## src/rtl/jtag_bscan_pkg.sv

```systemverilog
`timescale 1ns/1ps
package jtag_bscan_pkg;

    typedef enum logic [3:0] {
        ST_TLR, ST_RTI,
        ST_SEL_DR, ST_CAP_DR, ST_SH_DR, ST_EX1_DR, ST_PAU_DR, ST_EX2_DR, ST_UPD_DR,
        ST_SEL_IR, ST_CAP_IR, ST_SH_IR, ST_EX1_IR, ST_PAU_IR, ST_EX2_IR, ST_UPD_IR
    } tap_state_e;

    localparam int IR_W = 3;
    typedef logic [IR_W-1:0] opcode_t;

    localparam opcode_t OP_EXTEST = 3'b000;
    localparam opcode_t OP_IDCODE = 3'b001;
    localparam opcode_t OP_SAMPLE = 3'b010;
    localparam opcode_t OP_CLAMP  = 3'b011;
    localparam opcode_t OP_HIGHZ  = 3'b100;
    localparam opcode_t OP_BYPASS = 3'b111;
    localparam opcode_t IR_CAPTURE = 3'b001;

    typedef enum logic [1:0] {DR_BYPASS, DR_IDENT, DR_BOUND} dr_sel_e;
    typedef enum logic [1:0] {PIN_CORE, PIN_SCAN, PIN_FLOAT} pin_mode_e;

    typedef struct packed {
        dr_sel_e   dr;
        pin_mode_e pins;
    } decode_t;

    function automatic tap_state_e tap_next(input tap_state_e s, input logic m);
        case (s)
            ST_TLR:    return m ? ST_TLR    : ST_RTI;
            ST_RTI:    return m ? ST_SEL_DR : ST_RTI;
            ST_SEL_DR: return m ? ST_SEL_IR : ST_CAP_DR;
            ST_CAP_DR: return m ? ST_EX1_DR : ST_SH_DR;
            ST_SH_DR:  return m ? ST_EX1_DR : ST_SH_DR;
            ST_EX1_DR: return m ? ST_UPD_DR : ST_PAU_DR;
            ST_PAU_DR: return m ? ST_EX2_DR : ST_PAU_DR;
            ST_EX2_DR: return m ? ST_UPD_DR : ST_SH_DR;
            ST_UPD_DR: return m ? ST_SEL_DR : ST_RTI;
            ST_SEL_IR: return m ? ST_TLR    : ST_CAP_IR;
            ST_CAP_IR: return m ? ST_EX1_IR : ST_SH_IR;
            ST_SH_IR:  return m ? ST_EX1_IR : ST_SH_IR;
            ST_EX1_IR: return m ? ST_UPD_IR : ST_PAU_IR;
            ST_PAU_IR: return m ? ST_EX2_IR : ST_PAU_IR;
            ST_EX2_IR: return m ? ST_UPD_IR : ST_SH_IR;
            ST_UPD_IR: return m ? ST_SEL_DR : ST_RTI;
            default:   return ST_TLR;
        endcase
    endfunction

    function automatic decode_t decode_op(input opcode_t op);
        decode_t d;
        case (op)
            OP_EXTEST: d = '{dr: DR_BOUND,  pins: PIN_SCAN};
            OP_SAMPLE: d = '{dr: DR_BOUND,  pins: PIN_CORE};
            OP_IDCODE: d = '{dr: DR_IDENT,  pins: PIN_CORE};
            OP_CLAMP:  d = '{dr: DR_BYPASS, pins: PIN_SCAN};
            OP_HIGHZ:  d = '{dr: DR_BYPASS, pins: PIN_FLOAT};
            default:   d = '{dr: DR_BYPASS, pins: PIN_CORE};
        endcase
        return d;
    endfunction

endpackage

```

## src/rtl/jtag_tap_fsm.sv

```systemverilog
`timescale 1ns/1ps
module jtag_tap_fsm
    import jtag_bscan_pkg::*;
(
    input  logic       tck,
    input  logic       rst,
    input  logic       tms,
    output tap_state_e state
);
    always_ff @(posedge tck) begin
        if (rst) state <= ST_TLR;
        else     state <= tap_next(state, tms);
    end
endmodule

```

## src/rtl/jtag_ir.sv

```systemverilog
`timescale 1ns/1ps
module jtag_ir
    import jtag_bscan_pkg::*;
(
    input  logic       tck,
    input  logic       rst,
    input  tap_state_e state,
    input  logic       tdi,
    output opcode_t    op_eff,
    output logic       ir_tdo
);
    opcode_t sh_q;
    opcode_t hold_q;

    always_ff @(posedge tck) begin
        if (rst)                     sh_q <= IR_CAPTURE;
        else if (state == ST_CAP_IR) sh_q <= IR_CAPTURE;
        else if (state == ST_SH_IR)  sh_q <= {tdi, sh_q[IR_W-1:1]};
    end

    always_ff @(negedge tck) begin
        if (rst || state == ST_TLR)  hold_q <= OP_IDCODE;
        else if (state == ST_UPD_IR) hold_q <= sh_q;
    end

    assign op_eff = (state == ST_TLR) ? OP_IDCODE : hold_q;
    assign ir_tdo = sh_q[0];
endmodule

```

## src/rtl/jtag_id_bypass.sv

```systemverilog
`timescale 1ns/1ps
module jtag_id_bypass
    import jtag_bscan_pkg::*;
#(
    parameter logic [3:0]  ID_VERSION = 4'h0,
    parameter logic [15:0] ID_PART    = 16'h0001,
    parameter logic [10:0] ID_MAKER   = 11'b00010100001
) (
    input  logic       tck,
    input  logic       rst,
    input  tap_state_e state,
    input  dr_sel_e    sel,
    input  logic       tdi,
    output logic       id_tdo,
    output logic       byp_tdo
);
    localparam int ID_W = 32;
    localparam logic [ID_W-1:0] ID_WORD = {ID_VERSION, ID_PART, ID_MAKER, 1'b1};

    logic [ID_W-1:0] id_q;
    logic            byp_q;

    always_ff @(posedge tck) begin
        if (rst) begin
            id_q  <= ID_WORD;
            byp_q <= 1'b0;
        end else begin
            if (sel == DR_IDENT) begin
                if (state == ST_CAP_DR)     id_q <= ID_WORD;
                else if (state == ST_SH_DR) id_q <= {tdi, id_q[ID_W-1:1]};
            end
            if (sel == DR_BYPASS) begin
                if (state == ST_CAP_DR)     byp_q <= 1'b0;
                else if (state == ST_SH_DR) byp_q <= tdi;
            end
        end
    end

    assign id_tdo  = id_q[0];
    assign byp_tdo = byp_q;
endmodule

```

## src/rtl/jtag_bsr.sv

```systemverilog
`timescale 1ns/1ps
module jtag_bsr
    import jtag_bscan_pkg::*;
#(
    parameter int NUM_IN  = 4,
    parameter int NUM_OUT = 4
) (
    input  logic               tck,
    input  logic               rst,
    input  tap_state_e         state,
    input  logic               sel,
    input  logic               tdi,
    input  logic [NUM_IN-1:0]  pin_in,
    input  logic [NUM_OUT-1:0] core_out,
    input  logic [NUM_OUT-1:0] core_oe,
    output logic               bsr_tdo,
    output logic [NUM_OUT-1:0] hold_out,
    output logic [NUM_OUT-1:0] hold_oe
);
    localparam int LEN    = NUM_IN + 2 * NUM_OUT;
    localparam int HOLD_W = 2 * NUM_OUT;

    logic [LEN-1:0]    sh_q;
    logic [HOLD_W-1:0] hold_q;

    always_ff @(posedge tck) begin
        if (rst)                            sh_q <= '0;
        else if (sel && state == ST_CAP_DR) sh_q <= {core_oe, core_out, pin_in};
        else if (sel && state == ST_SH_DR)  sh_q <= {tdi, sh_q[LEN-1:1]};
    end

    always_ff @(negedge tck) begin
        if (rst)                            hold_q <= '0;
        else if (sel && state == ST_UPD_DR) hold_q <= sh_q[LEN-1:NUM_IN];
    end

    assign bsr_tdo  = sh_q[0];
    assign hold_out = hold_q[NUM_OUT-1:0];
    assign hold_oe  = hold_q[HOLD_W-1:NUM_OUT];
endmodule

```

## src/rtl/jtag_tap_bscan.sv

```systemverilog
`timescale 1ns/1ps
module jtag_tap_bscan
    import jtag_bscan_pkg::*;
#(
    parameter int          NUM_IN     = 4,
    parameter int          NUM_OUT    = 4,
    parameter logic [3:0]  ID_VERSION = 4'h0,
    parameter logic [15:0] ID_PART    = 16'h0001,
    parameter logic [10:0] ID_MAKER   = 11'b00010100001
) (
    input  logic               tck,
    input  logic               tap_rst,
    input  logic               tms,
    input  logic               tdi,
    output logic               tdo,
    output logic               tdo_oe,
    input  logic [NUM_IN-1:0]  pin_in,
    input  logic [NUM_OUT-1:0] core_out,
    input  logic [NUM_OUT-1:0] core_oe,
    output logic [NUM_OUT-1:0] pad_out,
    output logic [NUM_OUT-1:0] pad_oe
);
    tap_state_e         state;
    opcode_t            op_eff;
    decode_t            dec;
    logic               ir_tdo, id_tdo, byp_tdo, bsr_tdo, dr_tdo;
    logic [NUM_OUT-1:0] hold_out, hold_oe;

    jtag_tap_fsm u_fsm (.tck(tck), .rst(tap_rst), .tms(tms), .state(state));

    jtag_ir u_ir (
        .tck(tck), .rst(tap_rst), .state(state), .tdi(tdi),
        .op_eff(op_eff), .ir_tdo(ir_tdo)
    );

    assign dec = decode_op(op_eff);

    jtag_id_bypass #(
        .ID_VERSION(ID_VERSION), .ID_PART(ID_PART), .ID_MAKER(ID_MAKER)
    ) u_idb (
        .tck(tck), .rst(tap_rst), .state(state), .sel(dec.dr), .tdi(tdi),
        .id_tdo(id_tdo), .byp_tdo(byp_tdo)
    );

    jtag_bsr #(.NUM_IN(NUM_IN), .NUM_OUT(NUM_OUT)) u_bsr (
        .tck(tck), .rst(tap_rst), .state(state), .sel(dec.dr == DR_BOUND),
        .tdi(tdi), .pin_in(pin_in), .core_out(core_out), .core_oe(core_oe),
        .bsr_tdo(bsr_tdo), .hold_out(hold_out), .hold_oe(hold_oe)
    );

    always_comb begin
        case (dec.dr)
            DR_IDENT: dr_tdo = id_tdo;
            DR_BOUND: dr_tdo = bsr_tdo;
            default:  dr_tdo = byp_tdo;
        endcase
    end

    always_ff @(negedge tck) begin
        if (tap_rst) begin
            tdo    <= 1'b0;
            tdo_oe <= 1'b0;
        end else begin
            tdo    <= (state == ST_SH_IR) ? ir_tdo : dr_tdo;
            tdo_oe <= (state == ST_SH_IR) || (state == ST_SH_DR);
        end
    end

    for (genvar i = 0; i < NUM_OUT; i++) begin : g_pad
        assign pad_out[i] = (dec.pins == PIN_SCAN) ? hold_out[i] : core_out[i];
        assign pad_oe[i]  = (dec.pins == PIN_SCAN)  ? hold_oe[i] :
                            (dec.pins == PIN_FLOAT) ? 1'b0       : core_oe[i];
    end
endmodule

```

## config.mk

```make
export PLATFORM = sky130hd
export DESIGN_NAME = jtag_tap_bscan
export DESIGN_NICKNAME = d
export VERILOG_FILES = /design/src/rtl/jtag_bscan_pkg.sv /design/src/rtl/jtag_tap_fsm.sv /design/src/rtl/jtag_ir.sv /design/src/rtl/jtag_id_bypass.sv /design/src/rtl/jtag_bsr.sv /design/src/rtl/jtag_tap_bscan.sv
export SDC_FILE = /design/constraint.sdc
export NUM_CORES = 1
export LEC_CHECK = 0
export BUFFER_PORTS_ARGS = -buffer_cell sky130_fd_sc_hd__buf_2
export CORE_ASPECT_RATIO = 1.75
export CORE_UTILIZATION = 40
export DETAILED_ROUTE_END_ITERATION = 8
export PLACE_DENSITY = 0.53
export REMOVE_ABC_BUFFERS = 1
export SYNTH_ARGS = -nofsm -noshare
export SYNTH_HDL_FRONTEND = slang
export SYNTH_HIERARCHICAL = 1
export SYNTH_SLANG_ARGS = --single-unit
```

## constraint.sdc

```tcl
create_clock -name tck -period 2.72 [get_ports tck]
set_input_delay 0.136 -clock tck [delete_from_list [all_inputs] [get_ports tck]]
set_output_delay 0.136 -clock tck [all_outputs]
set_load 0.01 [all_outputs]
```

==> results.toml, run 1 <==
[floorplan]
start_util_pct = 41.9
num_rows = 42
die_w_um = 69.8
core_area_um2 = 7670
fp.dieH_um = 121
pin_count = 26
die_area_um2 = 8420

[finish]
nets = 407
final_util_pct = 54.4
areaGrowthSynthToFinish_pct = 29.8
diodes = 0
drive_gt1_share_pct = 31.3

[grt]
grt_pass1_vias = 2556
grt-ovfl-total = 0
grt_usage_pct = 17.6
met1_usage_pct = 20.3
gr-usage-met3_pct = 2.08
gr-max-usage-layer = "met2"
grt_use_met2_pct = 30.8
grt_first_pass_wirelength_um = 11900
antenna_found_initial = 0
grt_max_degree = 37

[yosys]
synth_top_family_by_area = "simple AND/OR/NAND/NOR gates"
synth_top_cell_area_share_pct = 40.5
synthDistinctLibCells = 52
synth_compound_area_share_pct = 11.8
yosysWarnings = 6
synth_top_area_cell = "dfxtp_1"
ys_ff_latch = 65
synth_edf_count = 0
synthXorXnorAreaFrac_pct = 0.545
synthAdderAreaFrac_pct = 0
synthMuxAreaShare_pct = 16.3
synth_flop_cell = "dfxtp_1"
async_flop_share_pct = 0
synthesis.area_um2 = 3220
netlist_instances = 331
avgSynthCellArea_um2 = 9.72
synth_simple_gate_area_share_pct = 25.3
yosysSeqAreaShare_pct = 40.5
synth_area_leaders = "dfxtp_1 (40%), mux2i_1 (12%), nand2b_1 (8.8%)"

[critical_path]
cp.arrival_ns = 3.22
critPathLaunchType = "flip-flop"
crit_fanout = 6
r2r_slack_ns = -0.46
path_class = "flip-flop to output pin"
crit_required_ns = 2.58
crit_path_end_kind = "output pin"

[clock_network]
cts_tree = "yes"
cts.sinks = 65
root_buffer = "clkbuf_16"
clock_latency_ns = 0.39
numCtsBuffers = 9
cts_max_path_buffers = 2
cts_max_level = 3
clkSlewWorstSetupHoldPaths_ns = 0.06

[power_and_ir_drop]
p_int_uw = 1810
p_sw_share_pct = 25.1
peakVddDrop_uv = 320
clock_power_share_pct = 51.0
leakage_uw = 0.00161
power_density_nw_per_um2 = 579
p_comb_share_pct = 8.8
p_sw_uw = 608
pwr-share-seq_pct = 40.3

[drt]
ant_nets = 0
drt_iter0_drc = 184
viasPerCell = 5.34
drt_wl_total_um = 7040
first_pass_iters = 4
wl_per_cell_um = 14.5
drc = 0
num_vias = 2583

[status]
violations = "setup timing"
outcome = "finished, violations left"

[sta]
finalHoldWorstSlack_ns = 0.0928
fin_worst_skew_ns = 0.0665
fin_ws_ns = -0.641
rsz0062_at_grt = "yes"
slew_violations = 0
worstMarginPinSlew_ns = 0.451
max_slew_margin_pct = 69.9
finalSetupViolCount = 62
timing.final.hold_violations = 0

[placed_design]
numPortBuffers = 25
dp_hpwl_um = 4340
gp_congestion = 0.733

[hold_path]
hold_class = "input pin to flip-flop"

[run]
drv_cap = 0
[critical path: stages (launching register included)]
cell	delay, ns
dfxtp_2	0.31
or2_4	0.23
buf_6	0.12
xor2_2	0.15
nor2_4	0.22
mux2_4	0.33
buf_6	0.12
[power by group through the flow]
stage               sequential, µW  combinational (µW)  clock, µW
floorplan                     1000                86.9       36.5
global placement               991                 177       36.5
detailed placement             992                 178       36.5
CTS                            973                 199       1260
global route                   973                 229       1320
finish                         974                 212       1230
[timing repair]
action / CTS / global route
hold buffers: 0 / 0
setup endpoints to repair: 62 / 65
setup buffers: 6 / 5
pin swaps: 6 / 11
gates resized for setup: 42 / 17
cloned: 2 / 0
[final timing paths]
check                      start             to  cells past startpoint
setup reg to reg  u_ir/hold_q[0]  u_idb/id_q[2]                      7
hold reg to reg    u_bsr/sh_q[2]  u_bsr/sh_q[2]                      2
setup / recovery  u_ir/hold_q[0]     pad_out[0]                      6
hold / removal         pin_in[3]  u_bsr/sh_q[3]                      3
[state kept, by name, summed over array words and instances, names as in the netlist]
register and count:
u_idb/id_q 32, u_bsr/sh_q 12, u_bsr/hold_q 8, u_fsm/state 4, u_ir/hold_q 3, u_ir/sh_q 3
tdo 1, tdo_oe 1, u_idb/byp_tdo 1
[final cells by class]
| cell class | instances | area, µm² |
|---|---|---|
| Timing Repair Buffer | 60 | 518 |
| Tap cell | 88 | 110 |
| Inverter | 4 | 15.0 |
| Multi-Input combinational cell | 238 | 1880 |
| Clock inverter | 20 | 121 |
| Sequential cell | 65 | 1310 |
| Clock buffer | 9 | 225 |
| Fill cell | 693 | 3500 |
[metal layers]
| metal | vias up | share of wire [%] |
|---|---|---|
| met4 | 0 | 2.5 |
| met5 | - | 0 |
| met2 | 40 | 51 |
| met3 | 11 | 2.2 |
| li1 | 1294 | - |
| met1 | 1238 | 45 |
[cell usage in the layout, fill, tap and decap left out, types with 8 or more instances in the layout]
| master | Yosys | layout |
|---|---|---|
| dfxtp_1 | 65 | 59 |
| nand2b_1 | 45 | 44 |
| mux2i_1 | 40 | 37 |
| nor2_1 | 26 | 24 |
| buf_2 | 5 | 21 |
| buf_4 | 0 | 18 |
| a21oi_1 | 17 | 17 |
| inv_1 | 7 | 16 |
| buf_6 | 6 | 14 |
| a22oi_1 | 11 | 11 |
| nand3_1 | 16 | 10 |
| mux2_4 | 6 | 9 |
| clkbuf_16 | 0 | 9 |
| nor3_1 | 8 | 8 |
[kinds of logic (layout without fill, tap and decap cells)]
family          Yosys count  after routing
mux                      49             49
compound gates           51             51
buf+inv                  29             93
flops                    65             65
xor+xnor                  2              2
simple gates            135            136
[stage by stage]
stage,std cells,total power (µW),setup TNS (ns),instance area [µm²],setup WS (ns)
6_report,484,2420,-25.35,4180,-0.641
4_1_cts,479,2440,-26.94,4080,-0.675
5_1_grt,484,2530,-31.17,4180,-0.713
2_1_floorplan,309,1130,-64.84,3060,-1.71
3_3_place_gp,446,1200,-23.34,3500,-0.417
3_5_place_dp,446,1210,-24.31,3500,-0.445
[cells in the mapped netlist, types with 2 or more instances]
| cell type | number |
|---|---|
| nand2_1 | 6 |
| nor3b_1 | 2 |
| nor2b_1 | 8 |
| mux2_2 | 3 |
| clkbuf_8 | 2 |
| dfxtp_1 | 65 |
| xor2_1 | 2 |
| o211ai_1 | 2 |
| nor2_1 | 26 |
| mux2_4 | 6 |
| nand2b_1 | 45 |
| a21oi_1 | 17 |
| buf_6 | 6 |
| a211oi_1 | 3 |
| buf_2 | 5 |
| nand3b_1 | 6 |
| inv_1 | 7 |
| nor3_1 | 8 |
| nand3_1 | 16 |
| mux2i_1 | 40 |
| a22oi_1 | 11 |
| clkbuf_1 | 9 |
| nand4b_1 | 2 |
| o21ai_0 | 2 |
| and3b_1 | 2 |
| a22o_1 | 4 |
(Power assumes the default switching activity.)
==> inputs of run 2 (changes only) <==
--- a/config.mk
+++ b/config.mk
@@ -5,11 +5,11 @@
 export SDC_FILE = /design/constraint.sdc
 export NUM_CORES = 1
 export LEC_CHECK = 0
-export BUFFER_PORTS_ARGS = -buffer_cell sky130_fd_sc_hd__buf_2
 export CORE_ASPECT_RATIO = 1.75
 export CORE_UTILIZATION = 40
 export DETAILED_ROUTE_END_ITERATION = 8
-export PLACE_DENSITY = 0.53
+export DONT_BUFFER_PORTS = 1
+export PLACE_DENSITY = 0.5
 export REMOVE_ABC_BUFFERS = 1
 export SYNTH_ARGS = -nofsm -noshare
 export SYNTH_HDL_FRONTEND = slang
==> results.toml, run 2 (same netlist as run 1, synthesis figures left out) <==
[placed_design]
numPortBuffers = 0
gp_congestion = 0.722
dp_slack_ns = -0.490
dp_hpwl_um = 4190

[clock_network]
numCtsBuffers = 9
cts_tree = "yes"
clock_latency_ns = 0.40
root_buffer = "clkbuf_16"
cts_max_path_buffers = 2
clkSlewWorstSetupHoldPaths_ns = 0.05
cts.sinks = 65
cts_max_level = 3

[drt]
num_vias = 2561
drt_iter0_drc = 98
drt_wl_total_um = 7430
ant_nets = 0
wl_per_cell_um = 15.5
first_pass_iters = 4
viasPerCell = 5.36
drc = 0

[status]
violations = "setup timing"
outcome = "finished, violations left"

[critical_path]
timing.rr.end = "u_idb/id_q[13]"
r2r_start = "u_ir/hold_q[2]"
cp.arrival_ns = 3.16
critPathLaunchType = "flip-flop"
crit_fanout = 7
crit_required_ns = 2.58
path_class = "flip-flop to output pin"
crit_chain = "or2_4, buf_6, xor2_4, nor2_4, buf_12, mux2_4"
crit_path_end_kind = "output pin"
cp_slowest_stage_delay_ns = 0.32
reg2reg_depth = 8
slowest_stage = "dfxtp_2"
endpoint = "pad_out[0]"
startpoint = "u_ir/hold_q[0]"
r2r_slack_ns = -0.49

[finish]
drive_gt1_share_pct = 24.1
layout_common_cells = "dfxtp_1 (59), nand2b_1 (45), mux2i_1 (40)"
areaGrowthSynthToFinish_pct = 31.8
mostFrequentLayoutCell = "dfxtp_1"
diodes = 0
nets = 401
reg.largest.list = "u_idb/id_q x32, u_bsr/sh_q x12, u_bsr/hold_q x8"
largest_register_ff_count = 32
regMostFlops = "u_idb/id_q"
fillers = 685
final_util_pct = 55.3

[power_and_ir_drop]
peakVddDrop_uv = 364
total_power_uw = 2510
leakage_uw = 0.00164
power_density_nw_per_um2 = 592

[sta]
fin_ws_ns = -0.571
worstMarginPinSlew_ns = 1.10
timing.final.hold_violations = 0
slew_violations = 0
fin_tns_setup_ns = -25.37
rsz0062_at_grt = "yes"
fin_worst_skew_ns = 0.0724
finalSetupViolCount = 62
max_slew_margin_pct = 26.5
finalHoldWorstSlack_ns = 0.00248

[grt]
grt_pass1_vias = 2471
grt_first_pass_wirelength_um = 11900
grt_max_degree = 44
grt_usage_pct = 18.1
grt-ovfl-total = 0
antenna_found_initial = 0

[floorplan]
pin_count = 26
core_area_um2 = 7670
die_area_um2 = 8420
fp.dieH_um = 121
die_w_um = 69.8
start_util_pct = 41.9
num_rows = 42

[hold_path]
hold_class = "input pin to flip-flop"

[run]
drv_cap = 0
==> run 2: cell types whose count changed in the layout (fill, tap and decap cells not counted), moves of 6 or more <==
cell | previous run | this run
buf_2 | 21 | 0
dlygate4sd3_1 | 0 | 13
nand3_1 | 10 | 16
nand3_2 | 6 | 0
==> run 2: timing repair <==
item,in CTS,in global routing
setup buffers,7,10
cloned,1,2
hold buffers,13,0
resized for setup,32,21
endpoints found under the setup margin,62,64
pin swaps,4,9
hold endpoints to repair,24,0
==> run 2: cell type report <==
class                   count  area, µm²  area share [%]
multi-input cells         238       1840            43.4
flip-flops and latches     65       1310            30.9
repair buffers             54        587            13.8
clock buffers              12        279            6.58
well taps                  88        110            2.60
clock inverters            17        101            2.39
inverters                   4       15.0           0.354
==> run 2: per-layer routing <==
layer,vias to the layer above,wire length (µm),track usage [%]
met1,1230,3210,20.7
met2,33,3840,30.9
met4,0,212,11.5
li1,1286,-,-
met3,12,176,2.67
met5,-,0,0
==> run 2: stage by stage <==
| step | std cells | cell area [µm²] |
|---|---|---|
| 6_report | 478 | 4240 |
| 3_3_place_gp | 424 | 3410 |
| 4_1_cts | 470 | 4100 |
| 2_1_floorplan | 309 | 3060 |
| 3_5_place_dp | 424 | 3410 |
| 5_1_grt | 478 | 4240 |
==> run 2: how the worst min path moves through the flow <==
| stage | startpoint | cells after the start | to |
|---|---|---|---|
| final | core_oe[2] | 2 | u_bsr/sh_q[10] |
| after global placement | tap_rst | 1 | u_bsr/sh_q[3] |
| after global routing | tdi | 2 | u_bsr/sh_q[11] |
| after CTS | pin_in[3] | 2 | u_bsr/sh_q[3] |
| after floorplan | tap_rst | 1 | u_bsr/sh_q[0] |
| after detailed placement | tap_rst | 1 | u_bsr/sh_q[6] |
==> run 2: power by group <==
part           total, µW  switching (µW)  internal, µW
Combinational        200            94.1           106
Clock               1330             487           847
Sequential           974            8.03           966
Total               2510             589          1920
==> run 2: worst max-delay path, delay by kind of cell (launching register included) <==
kind	cells	cell delay, ns
xor+xnor	1	0.15
buf+inv	2	0.26
flops	1	0.32
mux	1	0.31
simple gates	2	0.34
==> inputs of run 3 (changes only) <==
--- a/config.mk
+++ b/config.mk
@@ -13,5 +13,4 @@
 export REMOVE_ABC_BUFFERS = 1
 export SYNTH_ARGS = -nofsm -noshare
 export SYNTH_HDL_FRONTEND = slang
-export SYNTH_HIERARCHICAL = 1
 export SYNTH_SLANG_ARGS = --single-unit
==> results.toml, run 3 <==
[status]
outcome = "finished, violations left"
violations = "hold timing, setup timing"

[drt]
viasPerCell = 5.64
drc = 0
wl_per_cell_um = 16.7
ant_nets = 0
drt_iter0_drc = 104
drt_wl_total_um = 8310
num_vias = 2797
first_pass_iters = 4

[sta]
fin_ws_ns = -0.415
fin_worst_skew_ns = 0.0703
slew_violations = 0
max_slew_margin_pct = 55.8
fin_tns_setup_ns = -20.68
timing.final.hold_violations = 4
worstMarginPinSlew_ns = 0.661
finalSetupViolCount = 62
finalHoldWorstSlack_ns = -0.0279
rsz0062_at_grt = "yes"

[clock_network]
cts_max_level = 3
numCtsBuffers = 9
cts_max_path_buffers = 2
cts_tree = "yes"
cts.sinks = 65
root_buffer = "clkbuf_16"
clock_latency_ns = 0.40
clkSlewWorstSetupHoldPaths_ns = 0.06

[hold_path]
hold_class = "input pin to flip-flop"
hold_end = "u_idb.id_q[6]"
worstHoldStart = "tap_rst"
hold_depth = 2

[critical_path]
crit_path_end_kind = "flip-flop"
cp_slowest_stage_delay_ns = 0.31
crit_required_ns = 2.94
r2r_slack_ns = -0.42
r2r_start = "u_ir.hold_q[1]"
critPathBufInv = 2
reg2reg_depth = 9
crit_chain = "nor2_1, a21o_1, ha_4, nor2b_4, o21ai_4, buf_4, buf_16, nor4_2, a21oi_1"
slowest_stage = "dfxtp_2"
crit_family = "simple AND/OR/NAND/NOR gates"
timing.rr.end = "u_idb.id_q[1]"
critPathLaunchType = "flip-flop"
path_class = "flip-flop to flip-flop"
crit_fanout = 6
cp.arrival_ns = 3.35

[floorplan]
die_area_um2 = 7790
num_rows = 41
fp.dieH_um = 116
core_area_um2 = 7180
die_w_um = 67.2
pin_count = 26
start_util_pct = 41.4

[finish]
areaGrowthSynthToFinish_pct = 47.2
diodes = 0
drive_gt1_share_pct = 36.1
nets = 424
reg.largest.list = "u_idb.id_q x32, u_bsr.sh_q x12, u_bsr.hold_q x8"
finalInstanceArea_um2 = 4370
largest_register_ff_count = 32
regMostFlops = "u_idb.id_q"
final_util_pct = 60.9
mostFrequentLayoutCell = "dfxtp_1"
layout_common_cells = "dfxtp_1 (60), nand2_1 (32), a21oi_1 (28)"

[yosys]
yosysWarnings = 0
synth_most_common_cell = "dfxtp_1"
synth_top_cell_area_share_pct = 43.8
synthesis.area_um2 = 2970
ys_ff_latch = 65
yosysSeqAreaShare_pct = 43.8
synth_area_leaders = "dfxtp_1 (44%), a21oi_1 (6.9%), nand3_1 (5.2%)"
synth_flop_cell = "dfxtp_1"
synthDistinctLibCells = 47
synth_edf_count = 0
synth_top_area_cell = "dfxtp_1"
ys_top_cells_by_count = "dfxtp_1 (65), a21oi_1 (41), nand2_1 (38), nand3_1 (31), nor2_1 (17)"
netlist_instances = 351
async_flop_share_pct = 0
avgSynthCellArea_um2 = 8.47

[placed_design]
gp_congestion = 0.712
numPortBuffers = 0
placed_area_um2 = 3120
dp_hpwl_um = 4230

[grt]
grt_max_degree = 59
grt_pass1_vias = 2505
grt_usage_pct = 20.8
grt-ovfl-total = 0
antenna_found_initial = 0
grt_first_pass_wirelength_um = 12000

[power_and_ir_drop]
power_density_nw_per_um2 = 575
leakage_uw = 0.00162
peakVddDrop_uv = 421

[run]
drv_cap = 0
run 3: changes by cell type after synthesis, sizes merged, moves of 5 or more:
| cell | before | now |
|---|---|---|
| o22ai | 0 | 13 |
| nand2 | 6 | 38 |
| a22oi | 11 | 5 |
| nor2b | 9 | 2 |
| nand2b | 45 | 7 |
| nand3 | 16 | 31 |
| o2bb2ai | 0 | 13 |
| nor2 | 27 | 17 |
| mux2 | 9 | 4 |
| a21oi | 17 | 41 |
| clkbuf | 11 | 16 |
| mux2i | 40 | 14 |
| o21ai | 2 | 12 |
run 3: timing repair:
| action | in CTS | in global routing |
|---|---|---|
| gates resized for setup | 65 | 53 |
| endpoints found under the setup margin | 62 | 66 |
| pin swaps | 30 | 32 |
| endpoints found under the hold margin | 45 | 31 |
| setup buffers | 11 | 12 |
| hold buffers | 12 | 3 |
| cloned | 5 | 1 |
run 3: final cells by class:
| class | instances | area, µm² |
|---|---|---|
| Fill cell | 645 | 2810 |
| Sequential cell | 65 | 1310 |
| Clock inverter | 20 | 146 |
| Inverter | 4 | 15.0 |
| Tap cell | 86 | 108 |
| Clock buffer | 9 | 225 |
| Multi-Input combinational cell | 253 | 1960 |
| Timing Repair Buffer | 59 | 609 |
run 3: worst register-to-register path, cell delays in order (launching register included):
cell and delay [ns]:
dfxtp_2 0.31, nor2_1 0.10, a21o_1 0.19, ha_4 0.15, nor2b_4 0.20, o21ai_4 0.12, buf_4 0.19, buf_16 0.13
nor4_2 0.16, a21oi_1 0.07
run 3: metal layers:
| layer | global-route usage [%] | wire length [µm] |
|---|---|---|
| met5 | 0 | 0 |
| met3 | 4.13 | 164 |
| met2 | 37.5 | 4610 |
| met1 | 22.4 | 3380 |
| met4 | 9.79 | 144 |
run 3: cells by family (layout without fill, tap and decap cells):
| logic type | Yosys count | count (layout) | synth area share [%] |
|---|---|---|---|
| compound gates | 98 | 99 | 20.8 |
| xor+xnor | 1 | 1 | 0.295 |
| fa+ha+maj | 3 | 3 | 1.26 |
| buf+inv | 35 | 92 | 5.60 |
| flops | 65 | 65 | 43.8 |
| mux | 18 | 18 | 6.23 |
| simple gates | 131 | 132 | 22.1 |
run 3: report_power, final:
group | leakage [µW] | internal [µW] | switching (µW)
Sequential | 0.000526 | 963 | 7.75
Clock | 0.000222 | 832 | 506
Combinational | 0.000875 | 98.4 | 109
Total | 0.00162 | 1890 | 623
run 3: per-stage QoR:
stage / worst slack [ns] / cells / hold WS [ns] / power [µW]
floorplan: -1.15 / 321 / 0.205 / 1100
global placement: -0.729 / 428 / 0.209 / 1140
detailed placement: -0.742 / 428 / 0.211 / 1140
CTS: -0.441 / 484 / -0.144 / 2500
global route: -0.516 / 496 / 0.00467 / 2600
finish: -0.415 / 496 / -0.0279 / 2520
run 3: worst max path at each step:
stage | slack, ns | end | depth (start not counted) | start
floorplan | -1.15 | u_bsr.hold_q[0] | 7 | u_fsm.state[3]
global placement | -0.73 | u_idb.id_q[22] | 6 | u_ir.hold_q[0]
global route | -0.52 | u_idb.id_q[1] | 9 | u_ir.hold_q[2]
finish | -0.42 | u_idb.id_q[1] | 9 | u_ir.hold_q[1]
CTS | -0.44 | u_idb.id_q[11] | 7 | u_ir.hold_q[2]
detailed placement | -0.74 | u_idb.id_q[26] | 7 | u_ir.hold_q[2]
